[src/rtl/stuff_frame_sync_pkg.sv]
package stuff_frame_sync_pkg;

  typedef enum logic [1:0] {
    ST_HUNT   = 2'd0,
    ST_VERIFY = 2'd1,
    ST_LOCKED = 2'd2
  } sync_state_e;

  localparam int unsigned N_CODES  = 3;
  localparam int unsigned IDX_NONE = 0;
  localparam int unsigned IDX_POS  = 1;
  localparam int unsigned IDX_NEG  = 2;

endpackage

[src/rtl/sfs_prefix_window.sv]
// Sliding window of the most recent overhead bits with one prefix comparator per code.
module sfs_prefix_window #(
  parameter int unsigned CODE_LEN   = 23,
  parameter int unsigned PREFIX_LEN = 11,
  parameter int unsigned N_CODES    = 3,
  parameter logic [N_CODES-1:0][CODE_LEN-1:0] CODES = '0
) (
  input  logic               clk,
  input  logic               rst_n,
  input  logic               shift_en,
  input  logic               bit_in,
  output logic [N_CODES-1:0] hit
);

  logic [PREFIX_LEN-2:0] win_q;
  logic [PREFIX_LEN-1:0] win_n;

  // Oldest bit at the MSB, so it lines up with the first code bit sent.
  always_comb begin
    win_n = {win_q, bit_in};
  end

  always_ff @(posedge clk or negedge rst_n) begin
    if (!rst_n) begin
      win_q <= '0;
    end else if (shift_en) begin
      win_q <= win_n[PREFIX_LEN-2:0];
    end
  end

  for (genvar k = 0; k < N_CODES; k++) begin : g_cmp
    assign hit[k] = shift_en && (win_n == CODES[k][CODE_LEN-1 -: PREFIX_LEN]);
  end

endmodule

[src/rtl/sfs_word_counter.sv]
// Word position within the minor frame, with a preset for alignment.
module sfs_word_counter #(
  parameter int unsigned FRAME_WORDS = 32,
  parameter int unsigned PRESET      = 11
) (
  input  logic                           clk,
  input  logic                           rst_n,
  input  logic                           adv,
  input  logic                           preset,
  output logic [$clog2(FRAME_WORDS)-1:0] idx_q,
  output logic [$clog2(FRAME_WORDS)-1:0] cur,
  output logic [$clog2(FRAME_WORDS)-1:0] idx_n
);

  localparam int unsigned CNT_W = $clog2(FRAME_WORDS);
  localparam logic [CNT_W-1:0] LAST = CNT_W'(FRAME_WORDS - 1);

  // cur is the index the arriving word takes without a preset.
  always_comb begin
    cur   = (idx_q == LAST) ? '0 : idx_q + 1'b1;
    idx_n = preset ? CNT_W'(PRESET) : cur;
  end

  always_ff @(posedge clk or negedge rst_n) begin
    if (!rst_n) begin
      idx_q <= LAST;
    end else if (adv) begin
      idx_q <= idx_n;
    end
  end

endmodule

[src/rtl/sfs_code_tracker.sv]
// Per-code flags of "every code bit so far in this frame agreed".
module sfs_code_tracker #(
  parameter int unsigned CODE_LEN = 23,
  parameter int unsigned N_CODES  = 3,
  parameter int unsigned CNT_W    = 5,
  parameter logic [N_CODES-1:0][CODE_LEN-1:0] CODES = '0
) (
  input  logic               clk,
  input  logic               rst_n,
  input  logic               adv,
  input  logic               bit_in,
  input  logic [CNT_W-1:0]   cur,
  input  logic               load,
  input  logic [N_CODES-1:0] load_vec,
  output logic [N_CODES-1:0] live_n,
  output logic               in_code,
  output logic               last_code
);

  logic [N_CODES-1:0] live_q;
  logic [N_CODES-1:0] agree;

  always_comb begin
    in_code   = (cur != '0) && (cur <= CNT_W'(CODE_LEN));
    last_code = (cur == CNT_W'(CODE_LEN));
  end

  for (genvar k = 0; k < N_CODES; k++) begin : g_code
    logic exp_bit;
    always_comb begin
      exp_bit = 1'b0;
      for (int w = 1; w <= CODE_LEN; w++) begin
        if (cur == CNT_W'(w)) begin
          exp_bit = CODES[k][CODE_LEN-w];
        end
      end
    end
    assign agree[k] = (exp_bit == bit_in);
  end

  // Word 1 starts a fresh comparison; later code words narrow the set.
  always_comb begin
    if (load) begin
      live_n = load_vec;
    end else if (in_code) begin
      live_n = (cur == CNT_W'(1)) ? agree : (live_q & agree);
    end else begin
      live_n = live_q;
    end
  end

  always_ff @(posedge clk or negedge rst_n) begin
    if (!rst_n) begin
      live_q <= '0;
    end else if (adv) begin
      live_q <= live_n;
    end
  end

endmodule

[src/rtl/stuff_frame_sync.sv]
module stuff_frame_sync
  import stuff_frame_sync_pkg::*;
#(
  parameter int unsigned FRAME_WORDS = 32,
  parameter int unsigned CODE_LEN    = 23,
  parameter int unsigned PREFIX_LEN  = 11,
  parameter logic [CODE_LEN-1:0] CODE_NONE = 23'h2B4D1E,
  parameter logic [CODE_LEN-1:0] CODE_POS  = 23'h65A0F3,
  parameter logic [CODE_LEN-1:0] CODE_NEG  = 23'h1C7E2D
) (
  input  logic                           clk,
  input  logic                           rst_n,
  input  logic                           word_en,
  input  logic                           ovh_in,
  output logic                           ovh_valid,
  output logic                           ovh_bit,
  output logic [$clog2(FRAME_WORDS)-1:0] word_idx,
  output logic                           frame_end,
  output logic                           prov_sync,
  output logic                           frame_sync,
  output logic                           stuff_pos,
  output logic                           stuff_neg
);

  localparam int unsigned CNT_W = $clog2(FRAME_WORDS);
  localparam logic [CNT_W-1:0] LAST = CNT_W'(FRAME_WORDS - 1);
  localparam logic [N_CODES-1:0][CODE_LEN-1:0] CODES = {CODE_NEG, CODE_POS, CODE_NONE};

  sync_state_e        state_q, state_n;
  logic [N_CODES-1:0] hit;
  logic [N_CODES-1:0] live_n;
  logic               in_code, last_code, load;
  logic [CNT_W-1:0]   cur, idx_n;
  logic               pos_q, pos_n, neg_q, neg_n;
  logic               valid_q, bit_q, prov_q, end_q;

  sfs_prefix_window #(
    .CODE_LEN(CODE_LEN), .PREFIX_LEN(PREFIX_LEN), .N_CODES(N_CODES), .CODES(CODES)
  ) u_window (
    .clk(clk), .rst_n(rst_n), .shift_en(word_en), .bit_in(ovh_in), .hit(hit)
  );

  // A prefix hit is only acted upon while hunting.
  assign load = word_en && (state_q == ST_HUNT) && (|hit);

  sfs_word_counter #(
    .FRAME_WORDS(FRAME_WORDS), .PRESET(PREFIX_LEN)
  ) u_counter (
    .clk(clk), .rst_n(rst_n), .adv(word_en), .preset(load),
    .idx_q(word_idx), .cur(cur), .idx_n(idx_n)
  );

  sfs_code_tracker #(
    .CODE_LEN(CODE_LEN), .N_CODES(N_CODES), .CNT_W(CNT_W), .CODES(CODES)
  ) u_tracker (
    .clk(clk), .rst_n(rst_n), .adv(word_en), .bit_in(ovh_in), .cur(cur),
    .load(load), .load_vec(hit), .live_n(live_n), .in_code(in_code),
    .last_code(last_code)
  );

  always_comb begin
    state_n = state_q;
    pos_n   = pos_q;
    neg_n   = neg_q;
    if (word_en) begin
      unique case (state_q)
        ST_HUNT: begin
          if (load) begin
            state_n = ST_VERIFY;
          end
        end
        ST_VERIFY, ST_LOCKED: begin
          if (in_code) begin
            if (live_n == '0) begin
              state_n = ST_HUNT;
            end else if (last_code) begin
              state_n = ST_LOCKED;
              pos_n   = live_n[IDX_POS];
              neg_n   = live_n[IDX_NEG];
            end
          end
        end
        default: state_n = ST_HUNT;
      endcase
    end
    if (state_n != ST_LOCKED) begin
      pos_n = 1'b0;
      neg_n = 1'b0;
    end
  end

  always_ff @(posedge clk or negedge rst_n) begin
    if (!rst_n) begin
      state_q <= ST_HUNT;
      pos_q   <= 1'b0;
      neg_q   <= 1'b0;
    end else if (word_en) begin
      state_q <= state_n;
      pos_q   <= pos_n;
      neg_q   <= neg_n;
    end
  end

  always_ff @(posedge clk or negedge rst_n) begin
    if (!rst_n) begin
      valid_q <= 1'b0;
      prov_q  <= 1'b0;
      end_q   <= 1'b0;
    end else begin
      valid_q <= word_en;
      prov_q  <= load;
      end_q   <= word_en && (idx_n == LAST);
    end
  end

  always_ff @(posedge clk or negedge rst_n) begin
    if (!rst_n) begin
      bit_q <= 1'b0;
    end else if (word_en) begin
      bit_q <= ovh_in;
    end
  end

  assign ovh_valid  = valid_q;
  assign ovh_bit    = bit_q;
  assign frame_end  = end_q;
  assign prov_sync  = prov_q;
  assign frame_sync = (state_q == ST_LOCKED);
  assign stuff_pos  = pos_q;
  assign stuff_neg  = neg_q;

endmodule

[config.mk]
export PLATFORM = sky130hd
export DESIGN_NAME = stuff_frame_sync
export DESIGN_NICKNAME = d
export VERILOG_FILES = /design/src/rtl/stuff_frame_sync_pkg.sv /design/src/rtl/sfs_prefix_window.sv /design/src/rtl/sfs_word_counter.sv /design/src/rtl/sfs_code_tracker.sv /design/src/rtl/stuff_frame_sync.sv
export SDC_FILE = /design/constraint.sdc
export NUM_CORES = 1
export LEC_CHECK = 0
export BUFFER_PORTS_ARGS = -buffer_cell sky130_fd_sc_hd__buf_2
export CAP_MARGIN = 15
export CORE_UTILIZATION = 35
export CTS_CLUSTER_SIZE = 20
export DETAILED_ROUTE_END_ITERATION = 16
export RECOVER_POWER = 100
export SLEW_MARGIN = 10
export SYNTH_ARGS = -nofsm -noshare
export SYNTH_HDL_FRONTEND = slang
export SYNTH_HIERARCHICAL = 1
export SYNTH_SLANG_ARGS = --single-unit
[constraint.sdc]
create_clock -name clk -period 3.7 [get_ports clk]
set_input_delay 0.74 -clock clk [delete_from_list [all_inputs] [get_ports clk]]
set_output_delay 0.74 -clock clk [all_outputs]
set_load 0.05 [all_outputs]
# After elaboration in Yosys (flattened, before gate mapping)
# Index checks and enable logic that the tools add are counted.
[classes] shifts=0 n_mux=87 n_eq_ne=35 mul=0 n_addsub=1 n_div=0 n_lt_le_gt_ge=1 bitwise=1 reduce_logical=16
[ops] op="2-to-1 mux 1 bit" count=76
[ops] op="== test 5 bit, second input constant" count=10
[ops] op="== test 5 x 4 -> 1 bit, second input constant" count=8
[ops] op="== test 5 x 3 -> 1 bit, second input constant" count=4
[ops] op="== test 11 x 10 -> 1 bit, second input constant" count=1
[ops] op="== test 11 bit, second input constant" count=1
[ops] op="== test 11 x 9 -> 1 bit, second input constant" count=1
[ops] op="== test 5 x 2 -> 1 bit, second input constant" count=2
[ops] op="2-to-1 mux 2 bit" count=5
[ops] op="2-to-1 mux 5 bit" count=2
[ops] op="2-to-1 mux 3 bit" count=3
[ops] op="logical AND 1 bit" count=7
[ops] op="nonzero test 2 bit" count=3
[ops] op="adder 5 x 1 -> 5 bit, second input constant" count=1
[ops] op="== test 5 x 1 -> 1 bit, second input constant" count=1
[ops] op="<= comparator 5 bit, second input constant" count=1
[ops] op="AND reduction 5 bit" count=1
[ops] op="nonzero test 5 bit" count=1
[ops] op="case mux 2 bit (2 select lines)" count=1
[ops] op="bitwise AND 3 bit" count=1
[ops] op="== test 1 bit" count=3
[ops] op="zero test 3 bit" count=1
[ops] op="OR reduction 3 bit" count=1
[ops] op="== test 2 x 1 -> 1 bit, second input constant" count=1
[ops] op="5 further kinds" count=5
[word_totals] ramBits=0 memories=0 regBits=26 romBits=0 latchBits=0 out_inout_bits=12

# Depth between registers and ports, before layout
[depth] depth_word=39 depth_mapped=15 mapped_depth_nobuf=14

# By module
# Netlist, hierarchy kept.
[modules_own_cells] mod="sfs_code_tracker" n_inst=1 area_each_um2=596.8 cells_per_inst=88
[modules_own_cells] mod="sfs_prefix_window" n_inst=1 area_each_um2=457.9 cells_per_inst=30
[modules_own_cells] mod="stuff_frame_sync" n_inst=1 area_each_um2=456.7 cells_per_inst=44
[modules_own_cells] mod="sfs_word_counter" n_inst=1 area_each_um2=310.3 cells_per_inst=27

# Worst setup path before layout
# No wires, ideal clock.
[synth_timing] kind="reg-to-reg" from="reg u_counter.idx_q[0]" to="reg pos_q, in the netlist stuff_pos" path_stages_with_launch=15 setup_slack_ns=0.234 synth_period_minus_slack_ns=3.466 t_arrival_ns=3.334 cell_sequence="dfstp_2 > ha_1 > and3_2 > ha_1 > nor2_1 > or3_1 > a21oi_1 > a21oi_1 > o211a_1 > o31ai_1 > nor3_4 > a21oi_1 > a32oi_2 > a31oi_1 > o22ai_1"
[synth_via] elab_chain_len=39 word_cells_on_any_way=119
[synth_rtl] item="start, declared" line="sfs_word_counter.sv:10" rtl="output logic [$clog2(FRAME_WORDS)-1:0] idx_q,"
[synth_rtl] item="start signal, assigned" line="sfs_word_counter.sv:28" rtl="idx_q <= idx_n;"
[synth_rtl] item="adder 5 x 1 -> 5 bit or == test 5 bit (tied branches)" line="sfs_word_counter.sv:20" rtl="cur = (idx_q == LAST) ? '0 : idx_q + 1'b1;"
[synth_rtl] item="2-to-1 mux 5 bit *" line="sfs_word_counter.sv:20"
[synth_rtl] item="net cur[0]" line="stuff_frame_sync.sv:33" rtl="logic [CNT_W-1:0] cur, idx_n;"
[synth_rtl] item="== test 5 x 1 -> 1 bit"
[synth_rtl] item="2-to-1 mux 1 bit (23 in series)" line="sfs_code_tracker.sv:33" rtl="if (cur == CNT_W'(w)) begin"
[synth_rtl] item="== test 1 bit" line="sfs_code_tracker.sv:38" rtl="assign agree[k] = (exp_bit == bit_in);"
[synth_rtl] item="bitwise AND 3 bit" line="sfs_code_tracker.sv:46" rtl="live_n = (cur == CNT_W'(1)) ? agree : (live_q & agree);"
[synth_rtl] item="2-to-1 mux 3 bit" line="sfs_code_tracker.sv:46"
[synth_rtl] item="[... 2 more ...]"
[synth_rtl] item="net live_n[1]" line="stuff_frame_sync.sv:31" rtl="logic [N_CODES-1:0] live_n;"
[synth_rtl] item="zero test 3 bit" line="stuff_frame_sync.sv:74" rtl="if (live_n == '0) begin"
[synth_rtl] item="2-to-1 mux 2 bit" line="stuff_frame_sync.sv:74"
[synth_rtl] item="2-to-1 mux 2 bit" line="stuff_frame_sync.sv:73" rtl="if (in_code) begin"
[synth_rtl] item="case mux 2 bit (2 select lines)" line="stuff_frame_sync.sv:66" rtl="unique case (state_q)"
[synth_rtl] item="2-to-1 mux 2 bit" line="stuff_frame_sync.sv:65" rtl="if (word_en) begin"
[synth_rtl] item="inequality test 2 bit" line="stuff_frame_sync.sv:86" rtl="if (state_n != ST_LOCKED) begin"
[synth_rtl] item="inequality test 2 x 1 -> 1 bit (no source line) or nonzero test 2 bit (tied branches)"
[synth_rtl] item="AND reduction 5 bit (no source line)"
[synth_rtl] item="end signal, assigned" line="stuff_frame_sync.sv:99" rtl="pos_q <= pos_n;"
[synth_rtl] item="end, declared" line="stuff_frame_sync.sv:34" rtl="logic pos_q, pos_n, neg_q, neg_n;"
# Mark *: on every way through the listed nets, which the timed path passes. The rest lies on a longest branch. The select of a mux whose other input is x is not followed.
# A chain may end at the register's enable or synchronous reset.

# Final worst setup path
[layout_timing] from="reg u_counter.idx_q[0]" to="reg pos_q, in the netlist stuff_pos"
[layout_via] word_cells_on_any_way=119
[layout_rtl] item="adder 5 x 1 -> 5 bit or == test 5 bit (tied branches)" line="sfs_word_counter.sv:20"
[layout_rtl] item="2-to-1 mux 5 bit *" line="sfs_word_counter.sv:20"
[layout_rtl] item="net cur[2]" line="stuff_frame_sync.sv:33"
[layout_rtl] item="== test 5 x 2 -> 1 bit" line="sfs_code_tracker.sv:33"
[layout_rtl] item="2-to-1 mux 1 bit (21 in series)" line="sfs_code_tracker.sv:33"
[layout_rtl] item="== test 1 bit" line="sfs_code_tracker.sv:38"
[layout_rtl] item="bitwise AND 3 bit" line="sfs_code_tracker.sv:46"
[layout_rtl] item="2-to-1 mux 3 bit" line="sfs_code_tracker.sv:46"
[layout_rtl] item="[... 2 more ...]"
[layout_rtl] item="net live_n[2]" line="stuff_frame_sync.sv:31"
[layout_rtl] item="zero test 3 bit *" line="stuff_frame_sync.sv:74"
[layout_rtl] item="2-to-1 mux 2 bit" line="stuff_frame_sync.sv:74"
[layout_rtl] item="2-to-1 mux 2 bit" line="stuff_frame_sync.sv:73"
[layout_rtl] item="case mux 2 bit (2 select lines)" line="stuff_frame_sync.sv:66"
[layout_rtl] item="2-to-1 mux 2 bit" line="stuff_frame_sync.sv:65"
[layout_rtl] item="inequality test 2 bit" line="stuff_frame_sync.sv:86"
[layout_rtl] item="inequality test 2 x 1 -> 1 bit (no source line) or nonzero test 2 bit (tied branches)"
[layout_rtl] item="AND reduction 5 bit (no source line)"
# Marks and branches as above.

==> impl_metrics.yaml <==
grt:
  grt_pass1_vias: 1395
  grt_overflow: 0
  track_usage: 0.146
  grt_max_degree: 27
  antenna_found_initial: 0
  grt_first_pass_wirelength_um: 6400
detailed_routing:
  dr.pass1.iters: 5
  wirelength_um: 3660
  wl_per_cell_um: 13.2
  vias: 1456
  drt_iter0_markers: 62
  ant_nets: 0
  via_per_inst: 5.26
  remaining_drc_errors: 0
synthesis:
  synth-edff-count: 0
  syn-num-nets: 198
  synth_seq_area_share: 0.361
  synth_cell_types: 61
  yosys.area.top_type_share: 0.288
  yosys_warnings: 6
  netlist_area_um2: 1820
  ys_ff_latch: 26
  synth_area_leaders: "dfrtp_1 (29%), mux2_2 (8.7%), dfstp_2 (7.2%)"
  synthCells: 189
  synth.avg_cell_area_um2: 9.64
  ys.flop_type: "dfrtp_1"
  yosys.cell_count.top_type: "dfrtp_1"
  synth_common_cells: "dfrtp_1 (21), nor2_1 (16), mux2_2 (14), inv_1 (10)"
  async_flop_share: 1.00
  post-synth-top-area-cell: "dfrtp_1"
run_status:
  run_status: "finished clean"
sta:
  rsz0062_at_grt: "no"
  slew_viol_final: 0
  hold_viol: 0
  finalCritPeriodShare: 0.939
  final.setup_skew_ns: 0.00643
  setup_tns_ns: 0
  tightest_slew_ns: 1.34
  relSlewSlack: 0.108
  finalSetupViolations: 0
  fmax_ghz: 0.288
  period_minus_slack_ns: 3.47
flow_run:
  max-cap-violations: 0
critical_path:
  worstSetupPathType: "register to register"
  cp_max_fo: 8
  cp-end-kind: "register"
  r2r_cells: 15
  arrival_ns: 3.62
  cp.required_ns: 3.85
  worst_setup_path_start_kind: "register"
floorplanning:
  core_um2: 4880
  start_util: 0.373
  die_area_um2: 5500
  io_pins: 16
  row_count: 25
  die_y_um: 74.1
  die_x_um: 74.1
power:
  vdd_drop_max_mv: 0.455
  power.density_nw_per_um2: 907
  power.total_mw: 1.87
  leakage_nw: 0.840
placement:
  gp_congestion: 0.813
  io_buffers: 15
  dp_hpwl_um: 2670
worst_hold_path:
  hold_depth: 1
  hold_path.class: "register to register"
clock_network:
  cts_tree: "built"
  clk_pin_slew_worst_paths_ns: 0.09
  post-cts-setup-buffers: 0
  clock_sinks: 26
  ctsLongestPathBuffers: 2
  cts_htree_levels: 1
  cts_buffers: 3
  clk_latency_ns: 0.27
  cts_root_buf: "clkbuf_8"
final_layout:
  antennaDiodeCount: 0
  syn2layout_area_growth_pct: 13.4
  nets: 220
  final_layout_size_suffix_gt1_frac: 0.233
  fill_cells: 486
  utilization: 0.423
-- cell usage in the layout (no fill, tap or decap), types with 3 or more instances in the layout --
cell type,count
a31oi_1,3
dfstp_2,5
nand3b_1,3
nand2_1,9
o22ai_1,5
nor4_2,3
and3_1,3
clkbuf_1,17
a21oi_1,9
ha_1,4
o21ai_0,6
nor2_2,3
nand2b_1,5
nor2_1,13
mux2_2,14
nor3_1,5
nand4_1,3
dfrtp_1,21
buf_4,8
inv_1,10
nor2b_1,5
xnor2_1,3
clkbuf_8,3
-- area by class of cell --
type | count | area (um2) | share of cell area
tap | 67 | 83.8 | 0.0406
inverter | 10 | 37.5 | 0.0182
timing repair buffer | 26 | 129 | 0.0624
clock buffer | 3 | 41.3 | 0.0200
clock inverter | 1 | 30.0 | 0.0145
multi-input combinational | 144 | 1090 | 0.526
sequential | 26 | 657 | 0.318
-- cells by family after synthesis --
| kind of cell | after synthesis | share of synthesized area |
|---|---|---|
| AND/OR/NAND/NOR | 73 | 0.255 |
| multiplexers | 16 | 0.100 |
| adder cells (fa/ha/maj) | 6 | 0.0398 |
| flip-flops | 26 | 0.361 |
| XOR/XNOR | 3 | 0.0144 |
| AO/OA/AOI/OAI | 46 | 0.182 |
| buffers and inverters | 19 | 0.0481 |
-- worst max-delay path: stages, from the launching register on --
cell and delay, ns:
dfstp_2 0.60, ha_1 0.20, and3_2 0.18, ha_2 0.21, nor2_2 0.10, buf_4 0.18
and2_1 0.14, or2_0 0.20, o32a_1 0.36, a2bb2oi_2 0.15, a22o_1 0.24, nor3_4 0.15
a221oi_1 0.11, a21o_1 0.20, a31oi_1 0.21, o22ai_1 0.11
-- worst paths after layout --
path	start	endpoint	slack [ns]
worst max-delay path	u_counter/idx_q[0]	stuff_pos	0.23
worst min-delay path	ovh_bit	ovh_bit	0.51
worst max register to register	u_counter/idx_q[0]	stuff_pos	0.23
worst min register to register	ovh_bit	ovh_bit	0.51
max in group asynchronous	rst_n	state_q[1]	2.16
min in group asynchronous	rst_n	ovh_valid	0.75
-- per-stage QoR --
stage	cells	cell area [um2]	setup slack [ns]	hold WS, ns
after detailed placement	273	2010	0.151	0.494
after global placement	273	2010	0.200	0.509
after CTS	277	2080	0.129	0.471
final	277	2070	0.226	0.513
after floorplan	189	1820	0.234	0.444
after global routing	277	2070	0.0317	0.546
-- flip-flops by register name, indices dropped and copies added (netlist names) --
signal and flops:
u_window/win_q 10, ovh_valid 1, state_q 2, frame_end 1, prov_sync 1, stuff_pos 1, ovh_bit 1, u_counter/idx_q 5
stuff_neg 1, u_tracker/live_q 3
-- repair_timing --
item                       CTS  global route
hold buffers                 0             0
setup endpoints to repair    0             2
gates resized for setup      0             6
-- layer usage --
metal  routed length (um)  GRT usage
met1                 1850      0.197
met2                 1770      0.254
met3                   21     0.0122
met4                   23     0.0385
met5                    0          0
-- power breakdown --
group / internal [mW] / switching (mW) / total, mW
clock network: 0.145 / 0.0877 / 0.232
logic: 0.494 / 0.691 / 1.19
registers: 0.381 / 0.0760 / 0.457
(Power assumes the default switching activity.)
